### src/rtl/sio_irq_pkg.sv
package sio_irq_pkg;
    localparam int NUM_SRC = 6;
    localparam int NUM_VEC = NUM_SRC / 2;
    localparam int NUM_DMA = 2;

    // sources still live in clock-synchronous mode: tx-empty and rx-full
    localparam logic [NUM_SRC-1:0] SYNC_KEEP = 6'b010001;

    // sources each DMA channel may take over
    localparam logic [NUM_SRC-1:0] DMA_TX_MASK = 6'b000011;
    localparam logic [NUM_SRC-1:0] DMA_RX_MASK = 6'b010000;

    typedef enum logic [1:0] {
        DMA_IDLE = 2'd0,
        DMA_REQ  = 2'd1,
        DMA_GAP  = 2'd2
    } dma_state_t;
endpackage

### src/rtl/sio_src_gate.sv
module sio_src_gate
    import sio_irq_pkg::*;
(
    input  logic [NUM_SRC-1:0] flags,
    input  logic [NUM_SRC-1:0] enables,
    input  logic               sync_mode,
    input  logic [NUM_DMA-1:0] dma_mode,
    output logic [NUM_SRC-1:0] cpu_src,
    output logic [NUM_DMA-1:0] dma_want
);
    logic [NUM_SRC-1:0] live;
    logic [NUM_SRC-1:0] chan_mask [NUM_DMA];
    logic [NUM_SRC-1:0] to_dma;

    assign chan_mask[0] = DMA_TX_MASK;
    assign chan_mask[1] = DMA_RX_MASK;

    for (genvar i = 0; i < NUM_SRC; i++) begin : g_live
        assign live[i] = flags[i] & enables[i] & (~sync_mode | SYNC_KEEP[i]);
    end

    always_comb begin
        to_dma = '0;
        for (int c = 0; c < NUM_DMA; c++) begin
            if (dma_mode[c]) begin
                to_dma = to_dma | chan_mask[c];
            end
        end
    end

    for (genvar c = 0; c < NUM_DMA; c++) begin : g_want
        assign dma_want[c] = dma_mode[c] & (|(live & chan_mask[c]));
    end

    assign cpu_src = live & ~to_dma;
endmodule

### src/rtl/sio_vec_merge.sv
module sio_vec_merge
    import sio_irq_pkg::*;
(
    input  logic               clk,
    input  logic               rst_n,
    input  logic [NUM_SRC-1:0] cpu_src,
    output logic [NUM_VEC-1:0] irq,
    output logic [NUM_VEC-1:0] irq_id
);
    for (genvar v = 0; v < NUM_VEC; v++) begin : g_vec
        always_ff @(posedge clk or negedge rst_n) begin
            if (!rst_n) begin
                irq[v]    <= 1'b0;
                irq_id[v] <= 1'b0;
            end else begin
                irq[v]    <= cpu_src[2*v] | cpu_src[2*v+1];
                irq_id[v] <= ~cpu_src[2*v] & cpu_src[2*v+1];
            end
        end
    end
endmodule

### src/rtl/sio_dma_chan.sv
module sio_dma_chan
    import sio_irq_pkg::*;
(
    input  logic clk,
    input  logic rst_n,
    input  logic want,
    input  logic ack,
    output logic req
);
    dma_state_t state_q;
    dma_state_t state_d;

    always_comb begin
        state_d = state_q;
        unique case (state_q)
            DMA_IDLE: if (want) state_d = DMA_REQ;
            DMA_REQ:  if (ack)  state_d = DMA_GAP;
            DMA_GAP:            state_d = DMA_IDLE;
            default:            state_d = DMA_IDLE;
        endcase
    end

    always_ff @(posedge clk or negedge rst_n) begin
        if (!rst_n) begin
            state_q <= DMA_IDLE;
        end else begin
            state_q <= state_d;
        end
    end

    always_comb begin
        req = (state_q == DMA_REQ);
    end
endmodule

### src/rtl/sio_irq_router.sv
module sio_irq_router
    import sio_irq_pkg::*;
(
    input  logic               clk,
    input  logic               rst_n,
    input  logic               sync_mode,
    input  logic [NUM_SRC-1:0] flags,
    input  logic [NUM_SRC-1:0] enables,
    input  logic [NUM_DMA-1:0] dma_mode,
    input  logic [NUM_DMA-1:0] dma_ack,
    output logic [NUM_VEC-1:0] irq,
    output logic [NUM_VEC-1:0] irq_id,
    output logic [NUM_DMA-1:0] dma_req
);
    logic [NUM_SRC-1:0] cpu_src;
    logic [NUM_DMA-1:0] dma_want;

    sio_src_gate u_gate (
        .flags    (flags),
        .enables  (enables),
        .sync_mode(sync_mode),
        .dma_mode (dma_mode),
        .cpu_src  (cpu_src),
        .dma_want (dma_want)
    );

    sio_vec_merge u_merge (
        .clk    (clk),
        .rst_n  (rst_n),
        .cpu_src(cpu_src),
        .irq    (irq),
        .irq_id (irq_id)
    );

    for (genvar c = 0; c < NUM_DMA; c++) begin : g_dma
        sio_dma_chan u_chan (
            .clk  (clk),
            .rst_n(rst_n),
            .want (dma_want[c]),
            .ack  (dma_ack[c]),
            .req  (dma_req[c])
        );
    end
endmodule

### config.mk
export PLATFORM = sky130hd
export DESIGN_NAME = sio_irq_router
export DESIGN_NICKNAME = d
export VERILOG_FILES = /design/src/rtl/sio_irq_pkg.sv /design/src/rtl/sio_src_gate.sv /design/src/rtl/sio_vec_merge.sv /design/src/rtl/sio_dma_chan.sv /design/src/rtl/sio_irq_router.sv
export SDC_FILE = /design/constraint.sdc
export NUM_CORES = 1
export LEC_CHECK = 0
export ABC_AREA = 1
export CAP_MARGIN = 20
export CELL_PAD_IN_SITES_DETAIL_PLACEMENT = 2
export CELL_PAD_IN_SITES_GLOBAL_PLACEMENT = 2
export CORE_UTILIZATION = 19
export CTS_CLUSTER_SIZE = 16
export DETAILED_ROUTE_END_ITERATION = 6
export HOLD_SLACK_MARGIN = 0.1
export PLACE_DENSITY = 0.88
export SLEW_MARGIN = 10
export SYNTH_ARGS = -nofsm -noshare
export SYNTH_HDL_FRONTEND = slang
export SYNTH_SLANG_ARGS = --single-unit
### constraint.sdc
create_clock -name clk -period 1.85 [get_ports clk]
set_input_delay 0.185 -clock clk [delete_from_list [all_inputs] [get_ports clk]]
set_output_delay 0.185 -clock clk [all_outputs]
set_load 0.01 [all_outputs]
* Yosys cells after proc, flatten, opt, wreduce, memory -nomap -nowiden
Index checks and enable logic that the tools add are counted.
** Storage, ports and cells
- Bits in registers :: 10
- Output and inout bits :: 8
** Operators by class
- Reduce and logical (&&, ||, !) cells :: 5
- Mux-type cells :: 8
- Bitwise logic cells :: 24
- Equality and inequality tests :: 6
** Operators by type and width (count)
- bitwise AND 1 bit :: 15
- two-way mux 2 bit :: 5
- one-hot mux 2 bit (2 select lines) :: 2
- bitwise AND 6 bit :: 1
- inverter 6 bit :: 1
- two-way mux 5 bit :: 1
- equality test 2 x 1 -> 1 bit (second input constant) :: 2
- logical NOT 2 bit :: 2
- != test 2 x 1 -> 1 bit (second input constant) :: 2
- != test 2 bit (second input constant) :: 2
- inverter 1 bit :: 4
- AND reduction 2 bit :: 2
- bitwise OR 1 bit :: 3
- OR reduction 2 bit :: 1

* Longest topological paths before layout
Gate-level depths: netlist of run 1.
- Depth after elaboration :: 6
- Gate-level depth with buffers :: 5

* Hierarchy
A second synthesis of run 1 with hierarchy kept.
** Unflattened totals
- Cell total of the unflattened synthesis :: 55
- Area total of the unflattened synthesis :: 430.4 sq um
** Modules (own cells, without submodules)
- sio_vec_merge :: instances 1, cells each 18, area an instance 195.2 sq um
- sio_dma_chan :: instances 2, cells each 10, area an instance 80.1 sq um
- sio_src_gate :: instances 1, cells each 17, area an instance 75.1 sq um

* Worst setup path after synthesis of run 1
No wires, ideal clock.
- Path kind :: flip-flop to output port
- Start point :: reg g_dma[0].u_chan.state_q[1]
- End point :: out dma_req[0]
- Buffers on the path :: 1
- Cell stages (with the launch flop) :: 5
- Data required time :: 1.665 ns
- Data arrival time :: 0.624 ns
- Slack :: 1.041 ns
- Cell sequence :: dfrtp_1 > inv_1 > nand2_1 > inv_2 > buf_4
** On the way
- Longest elaborated chain between the ends :: 1
** Ends and longest elaborated chain
- start: declaration :: line sio_dma_chan.sv:10 : dma_state_t state_q;
- start signal: assignment :: line sio_dma_chan.sv:27 : state_q <= state_d;
- equality test 2 x 1 -> 1 bit :: line sio_dma_chan.sv:32 : req = (state_q == DMA_REQ);
- end: declaration :: line sio_irq_router.sv:13 : output logic [NUM_DMA-1:0] dma_req
Every way passes these cells.

* Worst setup path after layout of run 1
Same ends and word-level chain as after synthesis.

==> summary by stage, run 1 <==
Run status
The run finished with clean final reports.

Critical path
The top fanout value on the critical path is 2. Among all stages on the critical path, the largest delay is contributed by sky130_fd_sc_hd__clkdlybuf4s50_1. The element type at the critical path end is an output pin. The critical path is of the flop to output pin type. The maximum single-stage delay on the critical path is 0.53 ns. Broken down by cell family, the worst path's largest delay share belongs to buffers and inverters. For the worst setup path, the data arrival time is 1.41 ns.

The critical path data required time is 1.66 ns. The worst setup path is launched from a flop. Together, buffers and inverters on the worst path number 3. Walking the worst path, the cells encountered are inv_1 -> nand2_1 -> inv_2 -> clkdlybuf4s50_1.

Synthesis
Summed over its instances, the top area cell type makes up 59.17% of the synthesized netlist area. The count of cell types in the netlist is 12. The most instantiated library cell after synthesis is sky130_fd_sc_hd__nand2_1. Yosys printed 0 warnings.

In the synthesized netlist the async set-or-reset flop fraction comes to 100.0%. The leading area contributor after synthesis is sky130_fd_sc_hd__dfrtp_1. The post-synthesis cell area is 422.9 um2. The commonest cells after synthesis are 14 x sky130_fd_sc_hd__nand2_1, 10 x sky130_fd_sc_hd__dfrtp_1, 7 x sky130_fd_sc_hd__nor2_1.

Synthesis inferred 10 register bits. The share of synthesized area occupied by flip-flops and latches is 59.17%. Averaged over all synthesized cells, the footprint is 8.811 um2. The most frequently used flop master after synthesis is sky130_fd_sc_hd__dfrtp_1. After synthesis, the cell types taking the most area are sky130_fd_sc_hd__dfrtp_1 59%, sky130_fd_sc_hd__nand2_1 12%, sky130_fd_sc_hd__nor2_1 6.2%, sky130_fd_sc_hd__inv_1 5.3%, sky130_fd_sc_hd__buf_4 3.6%. The synthesized netlist net count is 67. In this run, synthesis inferred 0 flip-flops with an integrated enable.

In the synthesized netlist, the number of instances is 48.

Finish
The final design area excluding fillers is 738.2 um2. The core occupancy in the finished layout is 36.51%. The repair_antennas step left the layout with diodes totalling 0. The fill cell total of the finished layout is 233. The net count of the finished layout is 96. The post-route netlist has 11.84% of its cells at a drive strength greater than 1.

The area growth from synthesis to layout is 74.56%. The finished layout holds 103 standard cells, fillers aside.

STA
The measured slew at the worst slew-check pin is 0.4562 ns. In this run the tightest slew margin relative to its limit is 69.49%. Setup repair after global routing left no endpoint under its margin.

Derived from the worst setup path, the maximum achievable clock frequency is 0.6254 GHz. The clock skew after layout is 0.0004186 ns. The number of hold-slack violations in the final timing report was 0.

The number of setup violations in the final report is 0. Across all setup checks in the final design, the least slack found is 0.2510 ns. The share of the cycle needed by the critical path after routing is 86.43%. Summed over all failing endpoints, the final setup total negative slack is 0 ns. The smallest clock period supported by the final layout is computed as 1.599 ns. The max-slew violation count is 0.

GRT
The global-route total usage across every layer is 11.78%. The number of global-route vias before repair came to 483. Entering global routing, the biggest net connects 11 pins.

The first global-routing pass estimated 2.063 mm of wire. The global-route track usage on met2 is 23.29%. The number of antenna violations at the first check in global routing is 0. met2 is the most crowded layer.

For this run the aggregate overflow at the end of global routing stands at 0. For met3 alone, demand over resource in global routing was 3.738%. The met1 usage is 10.89%.

Detailed routing
The post-detailed-route via-to-cell ratio is 4.117. The violation count after the first detailed-routing iteration is 1. The remaining antenna violation count is 0.

The post-detailed-route DRC marker count is 0. The via count is 424. The aggregate routed wire length is 1.174 mm. The average wire per standard cell is 11.40 um. The length of the first detailed-routing pass in iterations is 2.

Power and ir drop
The internal power of the cells totals 0.4150 mW. Of the total power, the share spent switching nets is 23.71%. The relative contribution of combinational cells to total power is 19.9%. The share of total power dissipated in the clock network is 36.3%.

The power density over cell area is 736.9 nW/um2. Per report_power, the sequential group accounts for 43.8% of the total. The net switching component of the power is 0.1290 mW. In this run the static leakage power is 0.3554 nW. Across the VDD grid, the largest voltage drop is 0.4292 mV.

Floorplanning
The floorplan step defined a die boundary enclosing 2419 um2. 27 I/O pins were placed. The floorplan die height is 49.18 um. The initialized floorplan defines 16 standard-cell rows.

Once the floorplan was initialized, standard cells occupied 20.92% of the core. The core region area is 2022 um2. In this run the horizontal extent of the chip is 49.18 um.

Clock tree
The clock net in this run drives a total of 10 sinks. The post-CTS repair timing setup buffer count is 0. Clock tree synthesis inserted a total of 3 buffers.

The clock reaches the later pin of the worst-skew pair after 0.26 ns. Hold repair after CTS inserted 0 buffers. After clock tree synthesis, the clock-pin slew on the worst setup and hold paths is 0.07 ns. The root buffer cell is sky130_fd_sc_hd__clkbuf_4. The number of buffers on the longest clock path is 2. TritonCTS built the clock tree. The number of H-tree levels is 1. Post-CTS repair changed the size of 0 cells.

Placed design
After detailed placement, the total cell area comes to 701.9 um2. Summed over all nets, the half-perimeter wirelength after detailed placement is 966.2 um. The routability congestion estimate is 0.7246.

OpenSTA, run right after detailed placement, puts the worst setup slack at 0.5372 ns. Once placement completed, the tool counted placed cells totaling 99. The number of buffers inserted by port buffering is 26.

Min path
The min-delay analysis places its worst path in the category primary input to async pin.

Flow run
The number of maximum-capacitance constraint violations is 0.
-- registers in the layout, summed over array words and instances, names as in the netlist --
| name | cells |
|---|---|
| g_dma.u_chan.state_q | 4 |
| u_merge.irq | 3 |
| u_merge.irq_id | 3 |
-- logic make-up (layout without fill, tap and decap cells) --
kind of cell / count (synthesis) / count (layout) / share of synthesized area [%]
compound gates: 4 / 4 / 5.621
buf+inv: 10 / 38 / 10.65
flops: 10 / 10 / 59.17
simple gates: 24 / 24 / 24.56
-- layer usage --
| layer | vias to the layer above | wire [um] |
|---|---|---|
| li1 | 199 | - |
| met1 | 208 | 393 |
| met2 | 15 | 733 |
| met3 | 2 | 36 |
| met4 | 0 | 10 |
| met5 | - | 0 |
-- metrics by stage --
stage | power (mW) | hold WS, ns
finish | 0.5440 | 0.2344
global placement | 0.3458 | 0.5042
CTS | 0.5539 | 0.2568
global route | 0.5739 | 0.2532
detailed placement | 0.3519 | 0.5293
floorplan | 0.2834 | -0.1106
-- placed cells by master (no fill, tap or decap), drive strengths merged --
| cell | n |
|---|---|
| nor2 | 7 |
| inv | 8 |
| nand3 | 2 |
| nand2 | 14 |
| dfrtp | 10 |
| clkbuf | 4 |
| nor3 | 1 |
| o21ai | 2 |
| a21oi | 2 |
| clkdlybuf4s50 | 26 |
-- cell type report --
type / instances / area (um2) / share of cell area [%]
multi-input cells: 28 / 127.6 / 17.29
repair buffers: 26 / 260.3 / 35.25
well taps: 27 / 33.78 / 4.576
inverters: 8 / 30.03 / 4.068
flip-flops and latches: 10 / 250.2 / 33.90
clock buffers: 4 / 36.28 / 4.915
-- power by group through the flow --
stage,logic [mW],registers [mW],clock network [mW]
finish,0.108,0.238,0.198
floorplan,0.0386,0.245,0
global placement,0.104,0.242,0
CTS,0.111,0.239,0.204
global route,0.119,0.240,0.214
detailed placement,0.109,0.243,0
-- final timing paths --
path	start	to	slack (ns)	depth (start not counted)
worst max-delay path	g_dma[0].u_chan.state_q[1]	dma_req[0]	0.25	4
worst min-delay path	rst_n	u_merge.irq[0]	0.23	1
worst max register to register	g_dma[0].u_chan.state_q[1]	g_dma[0].u_chan.state_q[0]	1.04	5
worst min register to register	g_dma[1].u_chan.state_q[0]	g_dma[1].u_chan.state_q[0]	0.54	3
max in group asynchronous	rst_n	g_dma[0].u_chan.state_q[1]	1.30	1
min in group clk	dma_ack[1]	g_dma[1].u_chan.state_q[1]	0.48	3
-- worst reg2reg max path, delay by kind of cell, from the launching register on --
family                 cells  cell delay, ns
flip-flops                 1            0.37
AND/OR/NAND/NOR            3            0.22
buffers and inverters      2            0.11
Note: power is estimated with default switching activity, not from simulation.
==> run 2, diff against run 1 <==
--- a/config.mk
+++ b/config.mk
@@ -10,7 +10,6 @@
 export CELL_PAD_IN_SITES_DETAIL_PLACEMENT = 2
 export CELL_PAD_IN_SITES_GLOBAL_PLACEMENT = 2
 export CORE_UTILIZATION = 19
-export CTS_CLUSTER_SIZE = 16
 export DETAILED_ROUTE_END_ITERATION = 6
 export HOLD_SLACK_MARGIN = 0.1
 export PLACE_DENSITY = 0.88
==> results of run 2 <==
Same layout as run 1: the final DEF is identical, and so are final timing and power.
==> run 3, diff against run 2 <==
--- a/config.mk
+++ b/config.mk
@@ -9,10 +9,10 @@
 export CAP_MARGIN = 20
 export CELL_PAD_IN_SITES_DETAIL_PLACEMENT = 2
 export CELL_PAD_IN_SITES_GLOBAL_PLACEMENT = 2
-export CORE_UTILIZATION = 19
+export CORE_UTILIZATION = 17
 export DETAILED_ROUTE_END_ITERATION = 6
 export HOLD_SLACK_MARGIN = 0.1
-export PLACE_DENSITY = 0.88
+export PLACE_DENSITY = 0.81
 export SLEW_MARGIN = 10
 export SYNTH_ARGS = -nofsm -noshare
 export SYNTH_HDL_FRONTEND = slang
==> constraint.sdc (replaced) <==
create_clock -name clk -period 1.7 [get_ports clk]
set_input_delay 0.17 -clock clk [delete_from_list [all_inputs] [get_ports clk]]
set_output_delay 0.17 -clock clk [all_outputs]
set_load 0.01 [all_outputs]
==> summary by stage, run 3 (synthesized netlist as in run 1, its figures left out) <==
Finish
The count of placed standard cells in the final layout, fillers left out was 104 (+0.97%). Relative to the synthesized area, the layout overhead comes to 74.85%. The fill cell total of the finished layout is 259 (+11%). The layout cell share with drive strength beyond 1 is 11.84% (unchanged). The core occupancy in the finished layout is 32.49% (-4.0 points). The final net count is 96 (unchanged). Leaving out fill and tap cells, the most frequent cells in the layout are 26 x sky130_fd_sc_hd__clkdlybuf4s50_1, 14 x sky130_fd_sc_hd__nand2_1, 10 x sky130_fd_sc_hd__dfrtp_1, 7 x sky130_fd_sc_hd__nor2_1, 6 x sky130_fd_sc_hd__inv_1.

More flip-flops sit in one register than any other, and that register is g_dma.u_chan.state_q. The leading cell type in the layout, fill and taps excluded is sky130_fd_sc_hd__clkdlybuf4s50_1. The flip-flop count of the largest register after layout is 4 (unchanged). The antenna diode instance count is 0 (unchanged). The final design area excluding fillers is 739.5 um2 (+0.17%).

The largest registers in the layout are g_dma.u_chan.state_q (4), u_merge.irq (3), u_merge.irq_id (3).

Floorplanning
The floorplan die height was 51.88 um (+5.5%). The number of top-level pins is 27 (unchanged). The number of placement rows is 17 (+1).

The core region area came to 2276 um2 (+13%). The full die area is 2691 um2 (+11%). The effective utilization at floorplan is 18.58% (-2.3 points). The die boundary width is 51.88 um (+5.5%).

Clock tree
The number of H-tree levels is 1 (unchanged). The total clock sinks is 10 (unchanged). TritonCTS built the clock tree. The post-CTS repair timing setup buffer count is 0 (unchanged).

The post-cts sizing count is 0 (unchanged). The clock insertion delay at the later pin of the skew report is 0.26 ns (about the same). The number of buffers on the longest clock path is 2 (unchanged). The number of buffers inserted during clock tree synthesis is 3 (unchanged).

The root buffer cell is sky130_fd_sc_hd__clkbuf_4. The post-CTS clock slew at the launch and capture registers of the worst setup and hold paths is 0.07 ns (about the same). The number of buffers added to fix hold violations after cts is 0 (unchanged).

GRT
The final global-route overflow total was 0 (unchanged). The number of global-route vias before repair was 426 (-12%). The global-route total usage across every layer is 9.454% (-2.3 points). The wire length of the first global-routing pass is 1.794 mm (-13%).

The largest net degree at the start of global routing is 11 (unchanged). The number of antenna violations at the first check in global routing was 0 (unchanged).

STA
The number of setup violations in the final report came to 0 (unchanged). Dividing the final minimum period by the clock period gives 90.60%. The clock period minus worst slack is 1.540 ns. Setup repair after global routing left no endpoint under its margin. The max-slew violation count is 0 (unchanged). The number of hold-slack violations in the final timing report came to 0 (unchanged). The clock skew after layout is 0.0001701 ns (-0.0002485 ns).

The worst relative slew slack is 69.83% (+0.33 points). The upper clock frequency limit is 0.6493 GHz. The total negative setup slack is 0 ns (unchanged). The measured slew at the worst slew-check pin is 0.4511 ns (-0.005005 ns).

Critical path
The critical path data required time is 1.53 ns (-0.13 ns). The end of the critical path is dma_req[0]. The category of the worst setup path launch point is a flop. The startpoint of the most critical setup path is g_dma[0].u_chan.state_q[1]. The top fanout value on the critical path came to 2 (unchanged). The launching point of the worst reg2reg path is g_dma[0].u_chan.state_q[1]. The cell with the biggest individual delay on the critical path is sky130_fd_sc_hd__clkdlybuf4s50_1.

The critical path goes through inv_1 -> nand2_1 -> inv_2 -> clkdlybuf4s50_1. The depth of the worst register-to-register path was 3 (-2). The arrival time reported for the critical path endpoint is 1.37 ns (-0.04 ns). The critical setup path kind is flop to output pin.

The maximum single-stage delay on the critical path came to 0.52 ns (about the same). The worst setup path is captured at an output pin. The worst reg2reg path endpoint is g_dma[0].u_chan.state_q[0]. The reg-to-reg setup timing slack was 0.94 ns (-0.10 ns).

Placed design
The number of buffers inserted by port buffering is 26 (unchanged). The post-place instance area is 703.2 um2 (+0.18%). The instance count after placement with tap cells included is 100 (+1.0%). The routability congestion estimate is 0.7262 (+0.22%). The detailed placer's ending HPWL came to 912.3 um (-5.6%).

Detailed routing
The average wire per standard cell is 9.779 um (-14%). The via count is 402 (-5.2%). The post-detailed-route via-to-cell ratio is 3.865 (-6.1%).

The remaining antenna violation count came to 0 (unchanged). The aggregate routed wire length is 1.017 mm (-13%). The length of the first detailed-routing pass in iterations is 2 (unchanged). The post-detailed-route DRC marker count is 0 (unchanged). The violation count after the first detailed-routing iteration is 2 (+1).

Flow run
The number of maximum-capacitance constraint violations is 0 (unchanged).

Run status
The run finished with clean final reports.

Min path
The type of the worst min-delay path is primary input to async pin.

Power and ir drop
The final total power was 0.5842 mW (+7.4%). The maximum vdd ir drop is 0.2556 mV (-40%). The power density over cell area is 790.1 nW/um2 (+7.2%).

The static power due to leakage is 0.3554 nW (unchanged).
-- run 3: cell counts in the layout (fill, tap and decap cells not counted) --
No cell type changed its count.
-- run 3: metrics by stage --
| stage | setup slack [ns] | hold slack, ns |
|---|---|---|
| after floorplan | 0.9063 | -0.1256 |
| after global placement | 0.4701 | 0.5057 |
| after detailed placement | 0.4251 | 0.5245 |
| after CTS | 0.1308 | 0.2395 |
| after global routing | 0.07473 | 0.2605 |
| final | 0.1599 | 0.2242 |
-- run 3: per-layer routing --
| layer | GRT usage, % | vias to the layer above | share of wire (%) | wire [um] |
|---|---|---|---|---|
| li1 | - | 196 | - | - |
| met1 | 10.63 | 190 | 37 | 377 |
| met2 | 15.81 | 14 | 57 | 581 |
| met3 | 1.754 | 2 | 4.0 | 41 |
| met4 | 6.757 | 0 | 1.7 | 17 |
| met5 | 0 | - | 0 | 0 |
-- run 3: worst max-delay path, delay by kind of cell, from the launching register on --
| kind | cells | cell delay (ns) |
|---|---|---|
| buf+inv | 3 | 0.65 |
| flops | 1 | 0.39 |
| simple gates | 1 | 0.07 |
-- run 3: worst min path at each step --
stage	end	depth (start not counted)
2_1_floorplan	g_dma[0].u_chan.state_q[0]	0
3_3_place_gp	g_dma[1].u_chan.state_q[1]	2
3_5_place_dp	u_merge.irq_id[0]	1
4_1_cts	u_merge.irq_id[0]	1
5_1_grt	u_merge.irq_id[0]	1
6_report	g_dma[1].u_chan.state_q[1]	1
-- run 3: report_power, final --
group	internal (mW)	switching, mW	leakage, nW	total (mW)
logic	0.0693	0.0457	0.201	0.115
registers	0.252	0.00689	0.134	0.259
clock network	0.130	0.0801	0.0210	0.210
-- run 3: area by class of cell --
class,instances,area [um2],share of cell area [%]
clock buffers,4,36.28,4.907
repair buffers,26,260.3,35.19
multi-input cells,28,127.6,17.26
flip-flops and latches,10,250.2,33.84
well taps,28,35.03,4.738
inverters,8,30.03,4.061
